$ cat src/rtl/harnessPkg.sv
package harnessPkg;

  typedef struct packed {
    logic loadA;
    logic loadB;
    logic capture;
  } harnessStrobe_t;

endpackage

$ cat src/rtl/addCore.sv
// Pluggable adder core: fixed port list, chained word-wide ripple segments.
module addCore #(
  parameter int WORD_W    = 32,
  parameter int NUM_WORDS = 8,
  localparam int OP_W     = WORD_W * NUM_WORDS
) (
  input  logic [OP_W-1:0] opA,
  input  logic [OP_W-1:0] opB,
  output logic [OP_W-1:0] sum,
  output logic            carryOut
);

  logic [NUM_WORDS:0] segCarry;

  assign segCarry[0] = 1'b0;

  // each segment passes its carry to the next one
  for (genvar s = 0; s < NUM_WORDS; s++) begin : gSeg
    logic [WORD_W:0] segSum;
    assign segSum = {1'b0, opA[s*WORD_W +: WORD_W]}
                  + {1'b0, opB[s*WORD_W +: WORD_W]}
                  + {{WORD_W{1'b0}}, segCarry[s]};
    assign sum[s*WORD_W +: WORD_W] = segSum[WORD_W-1:0];
    assign segCarry[s+1]           = segSum[WORD_W];
  end

  assign carryOut = segCarry[NUM_WORDS];

endmodule

$ cat src/rtl/harnessCtrl.sv
module harnessCtrl
  import harnessPkg::*;
#(
  parameter int NUM_WORDS = 8,
  localparam int IDX_W    = $clog2(NUM_WORDS)
) (
  input  logic                 loadEn,
  input  logic                 opSel,
  input  logic [IDX_W-1:0]     wordIdx,
  input  logic                 captureEn,
  output harnessStrobe_t       strobe,
  output logic [NUM_WORDS-1:0] wordSel
);

  always_comb begin
    strobe.loadA   = loadEn && !opSel;
    strobe.loadB   = loadEn &&  opSel;
    strobe.capture = captureEn;
  end

  for (genvar w = 0; w < NUM_WORDS; w++) begin : gDec
    assign wordSel[w] = loadEn && (wordIdx == IDX_W'(w));
  end

  always_comb begin
    AST_ONE_OPERAND: assert (!(strobe.loadA && strobe.loadB));
    AST_ONE_WORD: assert ($onehot0(wordSel));
    AST_IDLE_NO_WORD: assert (loadEn || (wordSel == '0));
  end

endmodule

$ cat src/rtl/harnessDatapath.sv
module harnessDatapath
  import harnessPkg::*;
#(
  parameter int WORD_W    = 32,
  parameter int NUM_WORDS = 8,
  localparam int OP_W     = WORD_W * NUM_WORDS,
  localparam int RD_W     = $clog2(NUM_WORDS + 1)
) (
  input  logic                 clk,
  input  logic                 rst,
  input  harnessStrobe_t       strobe,
  input  logic [NUM_WORDS-1:0] wordSel,
  input  logic [WORD_W-1:0]    dataIn,
  input  logic [RD_W-1:0]      readIdx,
  output logic [WORD_W-1:0]    dataOut
);

  logic [WORD_W-1:0] wordsA [NUM_WORDS];
  logic [WORD_W-1:0] wordsB [NUM_WORDS];
  logic [OP_W-1:0]   opA, opB, coreSum;
  logic              coreCarry;
  logic [OP_W:0]     resultReg;
  logic [WORD_W-1:0] readMux;

  // word-wise operand registers
  for (genvar w = 0; w < NUM_WORDS; w++) begin : gWord
    always_ff @(posedge clk) begin
      if (rst) begin
        wordsA[w] <= '0;
        wordsB[w] <= '0;
      end else begin
        if (strobe.loadA && wordSel[w]) wordsA[w] <= dataIn;
        if (strobe.loadB && wordSel[w]) wordsB[w] <= dataIn;
      end
    end
    assign opA[w*WORD_W +: WORD_W] = wordsA[w];
    assign opB[w*WORD_W +: WORD_W] = wordsB[w];
  end

  addCore #(.WORD_W(WORD_W), .NUM_WORDS(NUM_WORDS)) uCore (
    .opA     (opA),
    .opB     (opB),
    .sum     (coreSum),
    .carryOut(coreCarry)
  );

  // result capture
  always_ff @(posedge clk) begin
    if (rst)                 resultReg <= '0;
    else if (strobe.capture) resultReg <= {coreCarry, coreSum};
  end

  // readout selection
  always_comb begin
    readMux = '0;
    for (int w = 0; w < NUM_WORDS; w++) begin
      if (readIdx == RD_W'(w)) readMux = resultReg[w*WORD_W +: WORD_W];
    end
    if (readIdx == RD_W'(NUM_WORDS)) readMux = {{(WORD_W-1){1'b0}}, resultReg[OP_W]};
  end

  always_ff @(posedge clk) begin
    if (rst) dataOut <= '0;
    else     dataOut <= readMux;
  end

  AST_RESET_CLEARS: assert property (@(posedge clk) $past(rst) |-> (dataOut == '0 && resultReg == '0));
  AST_CAPTURE_TAKES_CORE: assert property (@(posedge clk) disable iff (rst) strobe.capture |=> resultReg == $past({coreCarry, coreSum}));
  AST_RESULT_HOLDS: assert property (@(posedge clk) disable iff (rst) !strobe.capture |=> $stable(resultReg));
  AST_OPERANDS_HOLD: assert property (@(posedge clk) disable iff (rst) (!strobe.loadA && !strobe.loadB) |=> ($stable(opA) && $stable(opB)));
  AST_CARRY_WORD: assert property (@(posedge clk) disable iff (rst) readIdx == RD_W'(NUM_WORDS) |=> dataOut[WORD_W-1:1] == '0);
  AST_HIGH_IDX_ZERO: assert property (@(posedge clk) disable iff (rst) readIdx > RD_W'(NUM_WORDS) |=> dataOut == '0);

endmodule

$ cat src/rtl/adderHarness.sv
module adderHarness
  import harnessPkg::*;
#(
  parameter int WORD_W    = 32,
  parameter int NUM_WORDS = 8,
  localparam int IDX_W    = $clog2(NUM_WORDS),
  localparam int RD_W     = $clog2(NUM_WORDS + 1)
) (
  input  logic              clk,
  input  logic              rst,
  input  logic              loadEn,
  input  logic              opSel,
  input  logic [IDX_W-1:0]  wordIdx,
  input  logic [WORD_W-1:0] dataIn,
  input  logic              captureEn,
  input  logic [RD_W-1:0]   readIdx,
  output logic [WORD_W-1:0] dataOut
);

  harnessStrobe_t       strobe;
  logic [NUM_WORDS-1:0] wordSel;

  harnessCtrl #(.NUM_WORDS(NUM_WORDS)) uCtrl (
    .loadEn   (loadEn),
    .opSel    (opSel),
    .wordIdx  (wordIdx),
    .captureEn(captureEn),
    .strobe   (strobe),
    .wordSel  (wordSel)
  );

  harnessDatapath #(.WORD_W(WORD_W), .NUM_WORDS(NUM_WORDS)) uPath (
    .clk    (clk),
    .rst    (rst),
    .strobe (strobe),
    .wordSel(wordSel),
    .dataIn (dataIn),
    .readIdx(readIdx),
    .dataOut(dataOut)
  );

endmodule

$ cat config.mk
export PLATFORM = sky130hd
export DESIGN_NAME = adderHarness
export DESIGN_NICKNAME = d
export VERILOG_FILES = /design/src/rtl/harnessPkg.sv /design/src/rtl/addCore.sv /design/src/rtl/harnessCtrl.sv /design/src/rtl/harnessDatapath.sv /design/src/rtl/adderHarness.sv
export SDC_FILE = /design/constraint.sdc
export NUM_CORES = 2
export LEC_CHECK = 0
export ABC_AREA = 1
export BUFFER_PORTS_ARGS = -buffer_cell sky130_fd_sc_hd__buf_2
export CAP_MARGIN = 20
export CORE_MARGIN = 4
export CORE_UTILIZATION = 40
export CTS_CLUSTER_SIZE = 24
export DETAILED_ROUTE_END_ITERATION = 10
export GPL_TIMING_DRIVEN = 0
export PLACE_DENSITY = 0.51
export SYNTH_ARGS = -nofsm -noshare
export SYNTH_HDL_FRONTEND = slang
export SYNTH_SLANG_ARGS = --single-unit
$ cat constraint.sdc
create_clock -name clk -period 34.1 [get_ports clk]
set_input_delay 3.41 -clock clk [delete_from_list [all_inputs] [get_ports clk]]
set_output_delay 3.41 -clock clk [all_outputs]
set_load 0.01 [all_outputs]
==> out/summary.txt <==
Root buffer cell - clkbuf_16
Hpwl dp - 172,000 um
Post-DR vias/cell - 5.07
Placed cell count - 8,947
Synth Area in Adders - 6.78%
Nets@finish - 7,713
Crit-path slowest cell - fa_1
Setup bufs post-CTS - 0
Slew Limit Fails - 0
Largest net degree at the start of global routing - 33
Global-route wire length before repair - 305,000 um
Sw Share - 33.4%
Worst-skew pair later-pin latency - 0.71 ns
Clk_skew - 0.0319 ns
Hold WC Path Type - reg -> reg
Clock transition at path regs - 0.06 ns
Maxcap violations - 0
WL per Instance - 23.7 um
Register area share after synthesis - 42.2%
Synth Register Bits - 801
Ratio of total power to cell area - 49.9 mW/mm^2
Mux cell area share after synthesis - 0%
XOR/XNOR Fraction of Synth Area - 1.56%
Main area contributors after synthesis - edfxtp_1 (31%), nand2_1 (16%), dfxtp_1 (12%), inv_1 (11%), nor2_1 (8.7%)
Critical Path End Type - flip-flop
Warnings, synthesis - 0
Overall die width - 362 um
Unrepaired setup endpoints after global routing - no
Lkg Pwr - 29.3 nW
Pre-Repair DR Iteration Count - 6
Fin util - 45.6%
VDD IR max - 0.0000390 V
GRT Util Overall - 32.5%
Clock power frac - 36.6%
CP max stage delay - 0.65 ns
Hold buffer count at cts - 0
GP Congestion - 0.993
Syn Inst Count - 7,205
Post-synth top cells - nand2_1 (2,082), inv_1 (1,410), nor2_1 (1,161)
Top cell type by total area after synthesis - edfxtp_1
Post-synthesis compound-gate area fraction - 6.30%
PortBufs - 72
Startpoint types - flip-flop
Die Ht - 362 um
Power share of the sequential group - 40.3%
Setup violations, final - 0
Period minus WS final - 16.48 ns
Vias in the first global route - 43,500
CTS tree - built
Async set-reset flop share out of synthesis - 0%
Core Area - 0.124 mm^2
Die area - 0.131 mm^2
Initial Utilization - 40.4%
CP arrival - 17.06 ns
Sw Pwr - 0.000942 W
Number of synthesized flops with an enable pin - 512
CP most frequent cell - nand2_1
Logic pwr share - 23.1%
Status - finished clean
Synth Flop Type - edfxtp_1
Total I/O pin count - 76
# resized after CTS - 0
Total gr overflow - 0
Cell-internal power - 0.00188 W
Worst slew pin tran - 1.29 ns
Crit Path Class - reg -> reg
Yosys cell types - 34
Critical Path Fanout Max - 6
CTS buffer count - 94
Final Hold Vio Count - 0
Setup TNS - 0 ns
WL final - 216,000 um
# DRC - 0
FMAX - 60.7 MHz
Final Cycle Share - 48.3%
Syn Std Cell Area - 0.0501 mm^2
Vias - 46,300
Initial DRC count - 5,031
Simple-gate share of the synthesized area - 30.8%
Slew HR - 13.9%
CTS Sinks - 801
Layout overhead on the synthesized area - 12.9%
Antenna Violating Nets Remaining - 0
Post-Syn Nets - 7,512
FP Rows - 129
Req. time, crit path - 34.67 ns
Non-Filler Instances - 9,128
Initial antenna violation count - 18
Count leader, synth - nand2_1
Main combinational cell family by area after synthesis - simple AND/OR/NAND/NOR gates
Share of post-route cells with drive strength above 1 - 5.01%
Synth top area share - 30.7%
Clock Path Buffers - 3
Synth Area per Inst - 6.95 um^2
# H-tree levels - 3
## layer usage
layer	vias to the layer above	wire, um	track usage (%)
met5	-	95	0
met4	14	9610	13.0
met3	325	17100	6.05
met2	1597	94300	51.1
met1	21500	95200	44.4
li1	22800	-	-
## worst max-delay path, delay by kind of cell (launching register included)
kind / cells / cell delay, ns
fa+ha+maj: 14 / 6.67
flops: 1 / 0.37
compound gates: 8 / 1.97
simple gates: 50 / 6.19
buf+inv: 8 / 1.09
## per-stage QoR
step / power [W] / cell area [um^2] / worst slack (ns) / hold WS [ns]
3_3_place_gp: 0.00178 / 52500 / 18.16 / 0.461
4_1_cts: 0.00283 / 56500 / 18.00 / 0.477
3_5_place_dp: 0.00180 / 53400 / 18.09 / 0.469
5_1_grt: 0.00295 / 56500 / 16.83 / 0.504
6_report: 0.00282 / 56600 / 17.62 / 0.482
2_1_floorplan: 0.00153 / 50100 / 22.76 / 0.434
## state kept, by name (all words and copies together), names as in the netlist
signal           count
uPath.dataOut       32
uPath.wordsB       256
uPath.resultReg    257
uPath.wordsA       256
## cells in the final DEF (no fill, tap or decap), types with 10 or more instances in the layout
| cell | n |
|---|---|
| nand2_1 | 2080 |
| inv_1 | 1410 |
| nor2_1 | 1161 |
| edfxtp_1 | 512 |
| nand3_1 | 417 |
| a21oi_1 | 351 |
| dfxtp_1 | 289 |
| ha_1 | 249 |
| o21ai_0 | 137 |
| buf_2 | 135 |
| clkbuf_1 | 107 |
| clkbuf_16 | 99 |
| nand4_1 | 90 |
| xor2_1 | 83 |
| nor3_1 | 56 |
| and2_1 | 31 |
| clkbuf_2 | 30 |
| o21bai_1 | 29 |
| o221ai_1 | 24 |
| buf_1 | 21 |
| o211ai_1 | 18 |
| o21ai_4 | 14 |
| fa_1 | 14 |
| buf_12 | 14 |
| clkinv_2 | 13 |
| buf_16 | 13 |
| clkinv_1 | 10 |
## final timing paths
| check | start | to | slack, ns | cells past startpoint |
|---|---|---|---|---|
| setup / recovery | uPath.wordsA[0][15] | uPath.resultReg[256] | 17.62 | 80 |
| setup reg to reg | uPath.wordsA[0][15] | uPath.resultReg[256] | 17.62 | 80 |
| hold reg to reg | uPath.resultReg[1] | uPath.resultReg[1] | 0.48 | 2 |
| hold / removal | uPath.resultReg[1] | uPath.resultReg[1] | 0.48 | 2 |
## power by group through the flow
stage	Combinational, W	Clock, W	Sequential, W
3_5_place_dp	0.000640	0	0.00116
3_3_place_gp	0.000625	0	0.00116
4_1_cts	0.000643	0.00105	0.00114
2_1_floorplan	0.000386	0	0.00114
6_report	0.000653	0.00103	0.00114
5_1_grt	0.000714	0.00109	0.00114
## cell type report
type	instances	area [um^2]
fillers	13000	67400
well taps	1637	2050
plain buffers	200	890
inverters	1415	5310
clock inverters	44	457
flip-flops and latches	801	21200
diodes	6	15.0
repair buffers	105	1080
multi-input cells	4789	22900
clock buffers	131	2660
## cells by family after synthesis
| group | Yosys count |
|---|---|
| DFF | 801 |
| buffers and inverters | 1615 |
| AOI/OAI and AO/OA | 584 |
| and+or+nand+nor | 3853 |
| xor gates and xnor gates | 89 |
| adders and majority gates | 263 |
No activity file was read; power rests on OpenSTA's default activity.
